==> src/rtl/split_tick_timer.sv <==
module split_tick_timer #(
  parameter int HALF_W = 32,
  parameter int ADDR_W = 3
) (
  input  logic              clk,
  input  logic              rst,
  input  logic              tick_en,
  input  logic              bus_sel,
  input  logic              bus_wr,
  input  logic [ADDR_W-1:0] bus_addr,
  input  logic [HALF_W-1:0] bus_wdata,
  output logic [HALF_W-1:0] bus_rdata,
  output logic              irq_wrap,
  output logic              irq_warn,
  output logic              irq
);
  localparam int CNT_W = 2 * HALF_W;
  localparam logic [ADDR_W-1:0] A_CTRL = ADDR_W'(0);
  localparam logic [ADDR_W-1:0] A_LO   = ADDR_W'(1);
  localparam logic [ADDR_W-1:0] A_HI   = ADDR_W'(2);
  localparam logic [ADDR_W-1:0] A_WARN = ADDR_W'(3);
  localparam logic [ADDR_W-1:0] A_STAT = ADDR_W'(4);

  logic [CNT_W-1:0]  cnt;
  logic [HALF_W-1:0] shadow, warn_thr;
  logic              run, flg_wrap, flg_warn;
  logic [HALF_W-1:0] cnt_lo, cnt_hi;

  assign cnt_lo = cnt[HALF_W-1:0];
  assign cnt_hi = cnt[CNT_W-1:HALF_W];

  logic step, rd, wr_ctrl, wr_lo, wr_hi, wr_warn, wr_stat, wrap_hit, warn_hit;
  assign step     = run & tick_en;
  assign rd       = bus_sel & ~bus_wr;
  assign wr_ctrl  = bus_sel & bus_wr & (bus_addr == A_CTRL);
  assign wr_lo    = bus_sel & bus_wr & (bus_addr == A_LO);
  assign wr_hi    = bus_sel & bus_wr & (bus_addr == A_HI);
  assign wr_warn  = bus_sel & bus_wr & (bus_addr == A_WARN);
  assign wr_stat  = bus_sel & bus_wr & (bus_addr == A_STAT);
  assign wrap_hit = step & (&cnt_lo);
  assign warn_hit = step & (cnt_lo == warn_thr);

  always_ff @(posedge clk) begin
    if (rst) begin
      cnt <= '0;
    end else if (step) begin
      cnt <= cnt + CNT_W'(1);
    end else if (!run) begin
      if (wr_lo) cnt[HALF_W-1:0]     <= bus_wdata;
      if (wr_hi) cnt[CNT_W-1:HALF_W] <= bus_wdata;
    end
  end

  always_ff @(posedge clk) begin
    if (rst) begin
      run      <= 1'b0;
      warn_thr <= '0;
      flg_wrap <= 1'b0;
      flg_warn <= 1'b0;
    end else begin
      if (wr_ctrl) run      <= bus_wdata[0];
      if (wr_warn) warn_thr <= bus_wdata;
      flg_wrap <= (flg_wrap & ~(wr_stat & bus_wdata[0])) | wrap_hit;
      flg_warn <= (flg_warn & ~(wr_stat & bus_wdata[1])) | warn_hit;
    end
  end

  always_ff @(posedge clk) begin
    if (rst) begin
      shadow    <= '0;
      bus_rdata <= '0;
    end else if (rd) begin
      if (bus_addr == A_LO) shadow <= cnt_hi;
      case (bus_addr)
        A_CTRL:  bus_rdata <= {{(HALF_W-1){1'b0}}, run};
        A_LO:    bus_rdata <= cnt_lo;
        A_HI:    bus_rdata <= shadow;
        A_WARN:  bus_rdata <= warn_thr;
        A_STAT:  bus_rdata <= {{(HALF_W-2){1'b0}}, flg_warn, flg_wrap};
        default: bus_rdata <= '0;
      endcase
    end
  end

  assign irq_wrap = flg_wrap;
  assign irq_warn = flg_warn;
  assign irq      = flg_wrap | flg_warn;
endmodule

==> config.mk <==
export PLATFORM = sky130hd
export DESIGN_NAME = split_tick_timer
export DESIGN_NICKNAME = d
export VERILOG_FILES = /design/src/rtl/split_tick_timer.sv
export SDC_FILE = /design/constraint.sdc
export NUM_CORES = 1
export LEC_CHECK = 0
export BUFFER_PORTS_ARGS = -buffer_cell sky130_fd_sc_hd__buf_2
export CAP_MARGIN = 20
export CELL_PAD_IN_SITES_DETAIL_PLACEMENT = 1
export CELL_PAD_IN_SITES_GLOBAL_PLACEMENT = 2
export CORE_MARGIN = 2
export CORE_UTILIZATION = 38
export CTS_CLUSTER_SIZE = 30
export DETAILED_ROUTE_END_ITERATION = 12
export PLACE_DENSITY = 0.83
export REMOVE_ABC_BUFFERS = 1
export SYNTH_ARGS = -nofsm -noshare
export SYNTH_HDL_FRONTEND = slang
export SYNTH_SLANG_ARGS = --single-unit
==> constraint.sdc <==
create_clock -name clk -period 4.8 [get_ports clk]
set_input_delay 0.72 -clock clk [delete_from_list [all_inputs] [get_ports clk]]
set_output_delay 0.72 -clock clk [all_outputs]
set_load 0.01 [all_outputs]
* Word level (Yosys, flattened, before mapping)
Index checks and enable logic that the tools add are counted.
Word-level totals: flip-flop bits (word level) 163, output and inout port bits 35
Operators by class: add/subtract/negate cells 1, equal/unequal tests 6, mux-type cells 5, bitwise gates (word level) 20, reduce and logical (&&, ||, !) cells 7
Operators with widths (number):
- $pmux W32 S5 | 1
- $mux W64 | 2
- $add A64 B1 Y64 const B | 1
- $mux W32 | 2
- $eq A32 B32 Y1 | 1
- $reduce_and A32 Y1 | 1
- $and A1 B1 Y1 | 14
- $eq A3 B2 Y1 const B | 2
- $reduce_and A2 Y1 | 3
- $reduce_bool A2 Y1 | 2
- $eq A3 B1 Y1 const B | 1
- $eq A3 B3 Y1 const B | 1
- $logic_not A3 Y1 | 1
- $not A1 Y1 | 3
- $or A1 B1 Y1 | 3
- $ne A2 B1 Y1 const B | 1

* Depth between registers and ports, before layout
depth in word-level cells 6, gate-level depth with buffers 8

* Worst setup path before layout
No wires, ideal clock.
path type input-to-reg, from input bus_addr[2], to register cnt[41], arrival 2.374 ns, data required time 4.726 ns, path slack 2.352 ns, stages 8, buffers on the path 4, path through clkbuf_1 > nand3b_1 > or3_1 > clkbuf_1 > clkbuf_1 > buf_1 > o211ai_1 > a31oi_1
Between the ends: longest elaborated chain between the ends 4
Ends and longest elaborated chain:
- from (decl) | RTL line 10 | input logic [ADDR_W-1:0] bus_addr,
- $eq A3 B2 Y1 | RTL line 37 | assign wr_hi = bus_sel & bus_wr & (bus_addr == A_HI);
- $and A1 B1 Y1 | RTL line 37
- $reduce_bool A2 Y1 (no source line)
- $reduce_and A2 Y1 (no source line)
- to (signal assigned) | RTL line 47 | cnt <= cnt + CNT_W'(1);
- to (signal, indexed assignment) | RTL line 49 | if (wr_lo) cnt[HALF_W-1:0] <= bus_wdata;
- to (signal, indexed assignment) | RTL line 50 | if (wr_hi) cnt[CNT_W-1:HALF_W] <= bus_wdata;
- to (decl) | RTL line 24 | logic [CNT_W-1:0] cnt;
No other way between the ends. A chain may end at the register's enable or synchronous reset.

* Final worst setup path
from register cnt[18], to register cnt[35]
Between the ends: longest elaborated chain between the ends 2
Ends and longest elaborated chain:
- $add A64 B1 Y64 | RTL line 47
- $mux W64 | RTL line 46 | end else if (step) begin
No other way between the ends.

==> out/metrics.yaml <==
status:
  outcome: "finished clean"
clock_network:
  cts_root_buf: "clkbuf_16"
  hold_buffers: 0
  numCtsBuffers: 17
  htree_levels: 4
  ctsResizeCount: 0
  post-cts-setup-buffer-count: 0
  cts_tree: "built"
  clkTransAtPathRegs_ps: 70
  clk_latency_ps: 440
  cts.sink_count: 163
  cts_buffer_depth: 2
global_route:
  grt.total_usage_pct: 28.3
  antenna_found_initial: 0
  grt-ovfl-total: 0
  grt_pass1_vias: 8747
  grt_pass1_wl_um: 52700
  grt_max_degree: 129
min_path:
  hold_depth: 2
  min_path_type: "register to register"
placed_design:
  hpwl_um: 23400
  gp_congestion: 0.928
  dp_cells: 1400
  io_buffers: 74
sta:
  fmax_mhz: 357
  min_period_over_period_pct: 58.4
  setup_violations: 0
  rsz0062_at_grt: "no"
  hold_viol_final: 0
  fin_tns_setup_ps: 0
  period_minus_slack_ps: 2800
  finClkSkew_ps: 11.4
  tightestPinTransition_ps: 1140
  relSlewSlack_pct: 23.7
  final_max_slew_viol_count: 0
worst_setup_path:
  cp.required_ps: 5160
  start_kind: "register"
  crit_fanout: 8
  reg2reg_depth: 6
  path_common_cell: "nand3_1"
  crit_buf_inv: 1
  cp_num_cells: 6
  worstSetupPathType: "register to register"
  cpMaxStageDelayCell: "nor4_1"
  cpPeakStageDelay_ps: 710
  critPathTopFamily: "simple AND/OR/NAND/NOR gates"
  critPathCaptureType: "register"
  crit_arrival_ps: 3170
  crit_path_cell_trace: "nand3_1 > nor4_1 > buf_4 > nand3_1 > or4_1 > a41oi_1"
route:
  via_count: 8908
  first_iter_violations: 786
  drt_drc_violations_left: 0
  wire_per_inst_um: 23.6
  drt_first_pass_iters: 5
  viasPerCell: 6.22
  drt-total-wl_um: 33900
  ant_nets: 0
power_and_ir_drop:
  ir_drop_mv: 0.162
  power_per_cell_area_nw_per_um2: 308
  leakage_nw: 3.28
  power_mw: 3.04
logic_synthesis:
  syn_area_um2: 8700
  synth_ff_type: "dfxtp_1"
  synthTopCellsByArea: "dfxtp_1, nand2_1, a21oi_1"
  yosysMostFrequentCell: "nand2_1"
  synth_seq_area_share_pct: 37.5
  synth_commonest_cells: "nand2_1, dfxtp_1, a21oi_1, clkbuf_1, nor2_1"
  async_flop_share_pct: 0
  ys_types: 59
  yosysWarningCount: 0
  synth_top_area_share_pct: 37.5
  synthCells: 1119
  synth_edf_count: 0
  avgSynthCellArea_um2: 7.78
  synth.largest_area_cell: "dfxtp_1"
  ys_seq_elements: 163
floorplan:
  boundaryPins: 75
  core-area_um2: 22600
  dieArea_um2: 24100
  rows: 55
  die-height_um: 155
  start_util_pct: 38.6
  die_w_um: 155
final_layout:
  synthToLayoutAreaGrowth_pct: 13.3
  fin_cells: 1433
  fin_nets: 1175
  drive_above_1_share_pct: 15.8
flow_run:
  maxCapViolCount: 0
-- final cells by class --
cell class | instances | area [um2]
tap | 285 | 357
clock inverter | 14 | 175
sequential | 163 | 3260
antenna | 1 | 2.50
clock buffer | 18 | 439
multi-input combinational | 848 | 5050
timing repair buffer | 98 | 557
inverter | 6 | 22.5
fill | 2782 | 12700
-- path summary, 6_finish.rpt --
kind                             end  slack [ps]                    start
min          shadow[22]$_SDFFE_PP0P_         460  shadow[22]$_SDFFE_PP0P_
max reg2reg     cnt[35]$_SDFFE_PP0P_        2000     cnt[18]$_SDFFE_PP0P_
max             cnt[35]$_SDFFE_PP0P_        2000     cnt[18]$_SDFFE_PP0P_
min reg2reg  shadow[22]$_SDFFE_PP0P_         460  shadow[22]$_SDFFE_PP0P_
-- report_power, final --
part           internal, mW  total, mW  switching (mW)  leakage, nW
registers              1.37       1.39          0.0213         1.31
clock network         0.840       1.47           0.629        0.299
logic                0.0542      0.182           0.128         1.67
-- worst register-to-register path: cells and delay by family (launching register included) --
family	cells	cell delay (ps)
buf+inv	1	250
flops	1	500
compound gates	1	210
simple gates	4	1770
-- cells by family after synthesis --
family	count (synthesis)	share of synthesized area, %
buf+inv	108	4.80
fa+ha+maj	1	0.144
mux	36	4.74
compound gates	284	21.6
simple gates	494	27.9
flops	163	37.5
xor+xnor	33	3.32
-- placed cells by master (no fill, tap or decap), types with 4 or more instances in the layout --
| cell | instances |
|---|---|
| nand2_1 | 205 |
| nand3b_1 | 7 |
| a311oi_1 | 6 |
| nand4_1 | 35 |
| xnor2_1 | 31 |
| o311ai_0 | 6 |
| o21ai_0 | 16 |
| and3_1 | 16 |
| buf_4 | 24 |
| and2_1 | 6 |
| a21oi_1 | 104 |
| nor4_1 | 11 |
| clkbuf_16 | 17 |
| inv_1 | 6 |
| nand3_1 | 42 |
| mux2_2 | 32 |
| or4_1 | 16 |
| nor2_1 | 60 |
| o31ai_1 | 5 |
| nand2b_1 | 5 |
| a22o_1 | 28 |
| o211ai_1 | 18 |
| a22oi_1 | 36 |
| dfxtp_1 | 163 |
| a2bb2oi_1 | 4 |
| and4_1 | 13 |
| a31oi_1 | 35 |
| buf_2 | 73 |
| nor3_1 | 30 |
| a211oi_1 | 4 |
| or3_1 | 24 |
-- per-stage QoR --
stage | area [um2] | worst slack [ps] | hold slack [ps] | utilization [%]
after global placement | 9250 | 1740 | 440 | 41.0
after CTS | 9860 | 2040 | 458 | 43.7
after floorplan | 8310 | 1410 | 427 | -
after global routing | 9860 | 1830 | 478 | 43.7
final | 9860 | 2000 | 458 | 43.7
after detailed placement | 9250 | 1670 | 449 | 41.0
-- flip-flops by register name, indices dropped and copies added (netlist names) --
register and cells:
bus_rdata 32, irq_warn 1, shadow 32, cnt 64
run 1, irq_wrap 1, warn_thr 32
-- layer usage --
| metal | wire (um) | track usage, % |
|---|---|---|
| met3 | 1770 | 5.01 |
| met1 | 15400 | 38.2 |
| met4 | 595 | 7.56 |
| met5 | 0 | 0 |
| met2 | 16100 | 46.7 |
No activity file was read; power rests on OpenSTA's default activity.
